**src/rtl/ea_gen_pkg.sv**
```systemverilog
package ea_gen_pkg;

  // Addressing form decoded from the auto-index bit, pointer field and offset sign
  typedef enum logic [1:0] {
    EA_INDEXED = 2'd0,
    EA_PREDEC  = 2'd1,
    EA_POSTINC = 2'd2,
    EA_IMMED   = 2'd3
  } ea_mode_e;

endpackage

```
**src/rtl/ea_offset_sel.sv**
```systemverilog
module ea_offset_sel #(
  parameter int DATA_W = 8
) (
  input  logic [DATA_W-1:0] disp,
  input  logic [DATA_W-1:0] ext,
  output logic [DATA_W-1:0] off,
  output logic              esc_hit,
  output logic              off_neg
);
  // Escape value: only the sign bit set (the most negative code)
  localparam logic [DATA_W-1:0] ESC_CODE = {1'b1, {(DATA_W-1){1'b0}}};

  function automatic logic [DATA_W-1:0] pick_offset(
    input logic [DATA_W-1:0] d,
    input logic [DATA_W-1:0] x
  );
    return (d == ESC_CODE) ? x : d;
  endfunction

  always_comb begin
    esc_hit = (disp == ESC_CODE);
    off     = pick_offset(disp, ext);
    off_neg = off[DATA_W-1];
  end
endmodule

```
**src/rtl/ea_base_mux.sv**
```systemverilog
module ea_base_mux #(
  parameter int ADDR_W  = 16,
  parameter int NUM_PTR = 4,
  localparam int SEL_W  = $clog2(NUM_PTR)
) (
  input  logic [NUM_PTR*ADDR_W-1:0] ptr_bank,
  input  logic [SEL_W-1:0]          sel,
  output logic [ADDR_W-1:0]         base,
  output logic [ADDR_W-1:0]         pc_val
);
  logic [ADDR_W-1:0] slot [NUM_PTR];

  for (genvar g = 0; g < NUM_PTR; g++) begin : g_slot
    assign slot[g] = ptr_bank[g*ADDR_W +: ADDR_W];
  end

  always_comb begin
    base = '0;
    for (int i = 0; i < NUM_PTR; i++) begin
      if (sel == SEL_W'(i)) base = slot[i];
    end
  end

  assign pc_val = slot[0];
endmodule

```
**src/rtl/ea_page_adder.sv**
```systemverilog
module ea_page_adder #(
  parameter int ADDR_W = 16,
  parameter int PAGE_W = 12,
  parameter int OFF_W  = 8
) (
  input  logic [ADDR_W-1:0] base,
  input  logic [OFF_W-1:0]  off,
  output logic [ADDR_W-1:0] sum
);
  localparam int EXT_W = PAGE_W - OFF_W;

  // Add a signed offset to the in-page bits; page bits pass through
  function automatic logic [ADDR_W-1:0] page_add(
    input logic [ADDR_W-1:0] b,
    input logic [OFF_W-1:0]  o
  );
    logic [PAGE_W-1:0] low;
    low = b[PAGE_W-1:0] + {{EXT_W{o[OFF_W-1]}}, o};
    return {b[ADDR_W-1:PAGE_W], low};
  endfunction

  assign sum = page_add(base, off);
endmodule

```
**src/rtl/ea_mode_decode.sv**
```systemverilog
module ea_mode_decode #(
  parameter int SEL_W = 2
) (
  input  logic                        auto_bit,
  input  logic [SEL_W-1:0]            sel,
  input  logic                        off_neg,
  output ea_gen_pkg::ea_mode_e        mode
);
  import ea_gen_pkg::*;

  always_comb begin
    if (!auto_bit)       mode = EA_INDEXED;
    else if (sel == '0)  mode = EA_IMMED;
    else if (off_neg)    mode = EA_PREDEC;
    else                 mode = EA_POSTINC;
  end
endmodule

```
**src/rtl/paged_ea_gen.sv**
```systemverilog
module paged_ea_gen #(
  parameter int ADDR_W  = 16,
  parameter int PAGE_W  = 12,
  parameter int DATA_W  = 8,
  parameter int NUM_PTR = 4,
  localparam int SEL_W  = $clog2(NUM_PTR)
) (
  input  logic                      issue,
  input  logic [2:0]                mode_bits,
  input  logic [DATA_W-1:0]         disp,
  input  logic [DATA_W-1:0]         ext,
  input  logic [NUM_PTR*ADDR_W-1:0] ptr_bank,
  output logic [ADDR_W-1:0]         ea,
  output logic                      imm_mode,
  output logic                      wb_en,
  output logic [SEL_W-1:0]          wb_sel,
  output logic [ADDR_W-1:0]         wb_val,
  output logic [ADDR_W-1:0]         pc_after
);
  import ea_gen_pkg::*;

  localparam logic [DATA_W-1:0] ONE_STEP = DATA_W'(1);

  // Named internal events, brought out for the checker
  logic [SEL_W-1:0]  ptr_sel;
  logic [DATA_W-1:0] off;
  logic              esc_hit;
  logic              off_neg;
  logic [ADDR_W-1:0] base;
  logic [ADDR_W-1:0] pc_val;
  logic [ADDR_W-1:0] sum;
  ea_mode_e          mode;

  assign ptr_sel = mode_bits[SEL_W-1:0];

  ea_offset_sel #(.DATA_W(DATA_W)) u_off (
    .disp    (disp),
    .ext     (ext),
    .off     (off),
    .esc_hit (esc_hit),
    .off_neg (off_neg)
  );

  ea_base_mux #(.ADDR_W(ADDR_W), .NUM_PTR(NUM_PTR)) u_mux (
    .ptr_bank (ptr_bank),
    .sel      (ptr_sel),
    .base     (base),
    .pc_val   (pc_val)
  );

  ea_page_adder #(.ADDR_W(ADDR_W), .PAGE_W(PAGE_W), .OFF_W(DATA_W)) u_add (
    .base (base),
    .off  (off),
    .sum  (sum)
  );

  ea_page_adder #(.ADDR_W(ADDR_W), .PAGE_W(PAGE_W), .OFF_W(DATA_W)) u_pcinc (
    .base (pc_val),
    .off  (ONE_STEP),
    .sum  (pc_after)
  );

  ea_mode_decode #(.SEL_W(SEL_W)) u_dec (
    .auto_bit (mode_bits[2]),
    .sel      (ptr_sel),
    .off_neg  (off_neg),
    .mode     (mode)
  );

  always_comb begin
    imm_mode = (mode == EA_IMMED);
    wb_sel   = ptr_sel;
    wb_en    = 1'b0;
    wb_val   = '0;
    unique case (mode)
      EA_INDEXED: ea = sum;
      EA_PREDEC:  ea = sum;
      EA_POSTINC: ea = base;
      default:    ea = '0;
    endcase
    if (issue && (mode == EA_PREDEC || mode == EA_POSTINC)) begin
      wb_en  = 1'b1;
      wb_val = sum;
    end
  end
endmodule

```
**config.mk**
```make
export PLATFORM = sky130hd
export DESIGN_NAME = paged_ea_gen
export DESIGN_NICKNAME = d
export VERILOG_FILES = /design/src/rtl/ea_gen_pkg.sv /design/src/rtl/ea_offset_sel.sv /design/src/rtl/ea_base_mux.sv /design/src/rtl/ea_page_adder.sv /design/src/rtl/ea_mode_decode.sv /design/src/rtl/paged_ea_gen.sv
export SDC_FILE = /design/constraint.sdc
export NUM_CORES = 1
export LEC_CHECK = 0
export ABC_AREA = 0
export ABC_CLOCK_PERIOD_IN_PS = 3500
export CAP_MARGIN = 20
export CORE_UTILIZATION = 55
export DETAILED_ROUTE_END_ITERATION = 10
export DONT_BUFFER_PORTS = 1
export MAX_ROUTING_LAYER = met4
export PLACE_DENSITY = 0.85
export SETUP_SLACK_MARGIN = 0.1
export SLEW_MARGIN = 20
export SYNTH_ARGS = -nofsm -noshare
export SYNTH_HDL_FRONTEND = slang
export SYNTH_SLANG_ARGS = --single-unit
export TNS_END_PERCENT = 5
```
**constraint.sdc**
```tcl
create_clock -name vclk -period 3.5
set_input_delay 0.525 -clock vclk [all_inputs]
set_output_delay 0.525 -clock vclk [all_outputs]
set_load 0.005 [all_outputs]
```
==> results.py <==
metrics = {
    "route": {
        "drc": 0,
        "wl_per_cell_um": 20.6,
        "vias_per_cell": 6.85,
        "num_vias": 1520,
        "drt_iter0_drc": 29,
        "wirelength_um": 4570,
        "ant_nets": 0,
        "drtPass1Iterations": 4,
    },
    "final_layout": {
        "clkbuf_count": 0,
        "instances_no_fill": 222,
        "seq_area_um2": 0,
        "area_growth_pct": 14.6,
        "fillers": 212,
        "seq_cell_count": 0,
        "layout-drive-gt1-share_pct": 34.4,
        "finish.instance_area_mm2": 0.00174,
        "multi_input_area_mm2": 0.00153,
        "fin_nets": 291,
        "n_antenna_cell": 0,
    },
    "timing": {
        "final.period_utilization_pct": 100,
        "worst_pin_slew_ns": 0.407,
        "whs_ns": 1.05,
        "min_period_ns": 3.51,
        "setup_ws_ns": -0.0145,
        "rsz0062_at_grt": "true",
        "fmax_mhz": 285,
        "drv_slew": 0,
        "fin_setup_tns_ns": -0.0145,
        "hold_viol_final": 0,
        "setup_viol": 1,
        "slew_headroom_pct": 72.9,
    },
    "grt": {
        "grt_max_degree": 19,
        "grt_pass1_vias": 1425,
        "grt_usage_pct": 30.0,
        "antenna_found_initial": 0,
        "gr-total-overflow": 0,
        "grt_pass1_wl_um": 6250,
    },
    "placement": {
        "port_buffers": 0,
        "hpwlAfterDp_um": 3960,
        "place_congestion": 0.903,
        "dp_slack_ns": -0.356,
        "placed_cells": 221,
        "place_area_mm2": 0.00162,
    },
    "power_and_ir_drop": {
        "leakage_nw": 0.725,
        "worst_ir_drop_vdd_v": 0.000125,
        "power.density_mw_per_mm2": 206,
    },
    "min_path": {
        "hp-class": "in -> out",
        "hold_end": "pc_after[12]",
        "min_from": "ptr_bank[12]",
        "whs_path_depth": 0,
    },
    "setup_path": {
        "end_kind": "output pin",
        "path_max_fanout": 5,
        "critical_path_class": "in -> out",
        "cp-start-kind": "input port",
        "crit_arrival_ns": 2.99,
        "required_ns": 2.97,
    },
    "logic_synthesis": {
        "syn_inst": 185,
        "yosysSeqAreaShare_pct": 0,
        "yosys.cell_types.count": 44,
        "syn-num-nets": 282,
        "postSynthAreaPerCell_um2": 8.22,
        "synthesis.area_mm2": 0.00152,
        "yosys_warnings": 0,
    },
    "job": {
        "cap_violations": 0,
    },
    "floorplan": {
        "io_pins": 136,
        "die_w_um": 54.6,
        "die_h_um": 54.6,
        "core_area_mm2": 0.00254,
        "rows": 18,
        "initial_utilization_pct": 59.7,
        "die_area_mm2": 0.00298,
    },
    "run_status": {
        "violations": "setup timing",
        "run_status": "finished with violations",
    },
    "clock_network": {
        "postCtsHoldBufs": 0,
    },
}
==> layer usage <==
layer | share of wire, % | track usage (%) | up-vias
met2 | 53 | 55.7 | 100
li1 | - | - | 701
met3 | 8.4 | 3.33 | 8
met5 | 0 | - | -
met4 | 1.6 | 6.84 | 0
met1 | 37 | 34.2 | 711
==> report_power, final <==
group / total [W] / internal, W / leakage [nW] / switching (W)
logic: 0.000359 / 0.000187 / 0.725 / 0.000172
registers: 0 / 0 / 0 / 0
clock network: 0 / 0 / 0 / 0
==> placed cells by master (no fill, tap or decap), drive strengths merged, types with 8 or more instances in the layout <==
cell,netlist,final
nand2,15,15
xnor2,12,12
a21oi,8,8
buf,10,20
nor2,18,18
xor2,8,8
mux4,16,16
ha,12,12
and2,12,12
o21ai,10,10
==> cell usage after synthesis (all sizes together), types with 3 or more instances <==
master | instances | area share, %
nor2b | 5 | 2.1
xor2 | 8 | 4.6
a21oi | 8 | 2.6
ha | 12 | 9.9
nand3 | 5 | 1.6
o21ai | 10 | 3.5
and2 | 12 | 4.9
or2 | 4 | 1.6
nand2 | 15 | 3.9
a22o | 7 | 4.5
a21o | 7 | 3.5
xnor2 | 12 | 6.9
nor2 | 18 | 4.9
buf | 10 | 4.4
nand2b | 4 | 1.6
clkbuf | 3 | 0.74
a31oi | 3 | 1.2
inv | 7 | 1.7
mux4 | 16 | 24
==> metrics by stage <==
| stage | power, W | utilization, % |
|---|---|---|
| final | 0.000359 | 68.4 |
| after CTS | 0.000345 | 67.5 |
| after global placement | 0.000313 | 63.8 |
| after detailed placement | 0.000322 | 63.8 |
| after floorplan | 0.000253 | - |
| after global routing | 0.000391 | 68.4 |
==> area by class of cell <==
cell class,instances,area share [%]
Inverter,7,1.51
Tap cell,30,2.16
Timing Repair Buffer,20,8.62
Multi-Input combinational cell,165,87.7
==> cell families after synthesis <==
kind of cell | count (synthesis) | share of synthesized area (%)
adders and majority gates | 13 | 11.2
and+or+nand+nor | 69 | 23.5
AOI/OAI and AO/OA | 45 | 21.9
buffers and inverters | 20 | 6.83
xor gates and xnor gates | 20 | 11.5
muxes | 18 | 25.1
==> critical path, stage by stage <==
cell and delay [ns]:
or4_4 0.53, o41ai_4 0.26, inv_2 0.14, ha_1 0.33
nand2_1 0.09, or3_1 0.37, o221ai_2 0.25, xnor2_2 0.17
mux2_4 0.32
==> timing repair <==
action	CTS	global route
gates resized for setup	14	9
pin swaps	4	5
endpoints found under the setup margin	15	13
buffers inserted	1	0
==> worst max-delay path by stage <==
stage	startpoint	end	slack [ns]	cells after the start
floorplan	disp[1]	wb_val[11]	-0.26	9
detailed placement	disp[4]	wb_val[11]	-0.36	13
global route	disp[4]	ea[9]	-0.09	14
finish	disp[1]	wb_val[11]	-0.01	9
CTS	disp[1]	wb_val[11]	-0.05	9
global placement	disp[4]	wb_val[11]	-0.18	13
(Power assumes the default switching activity.)
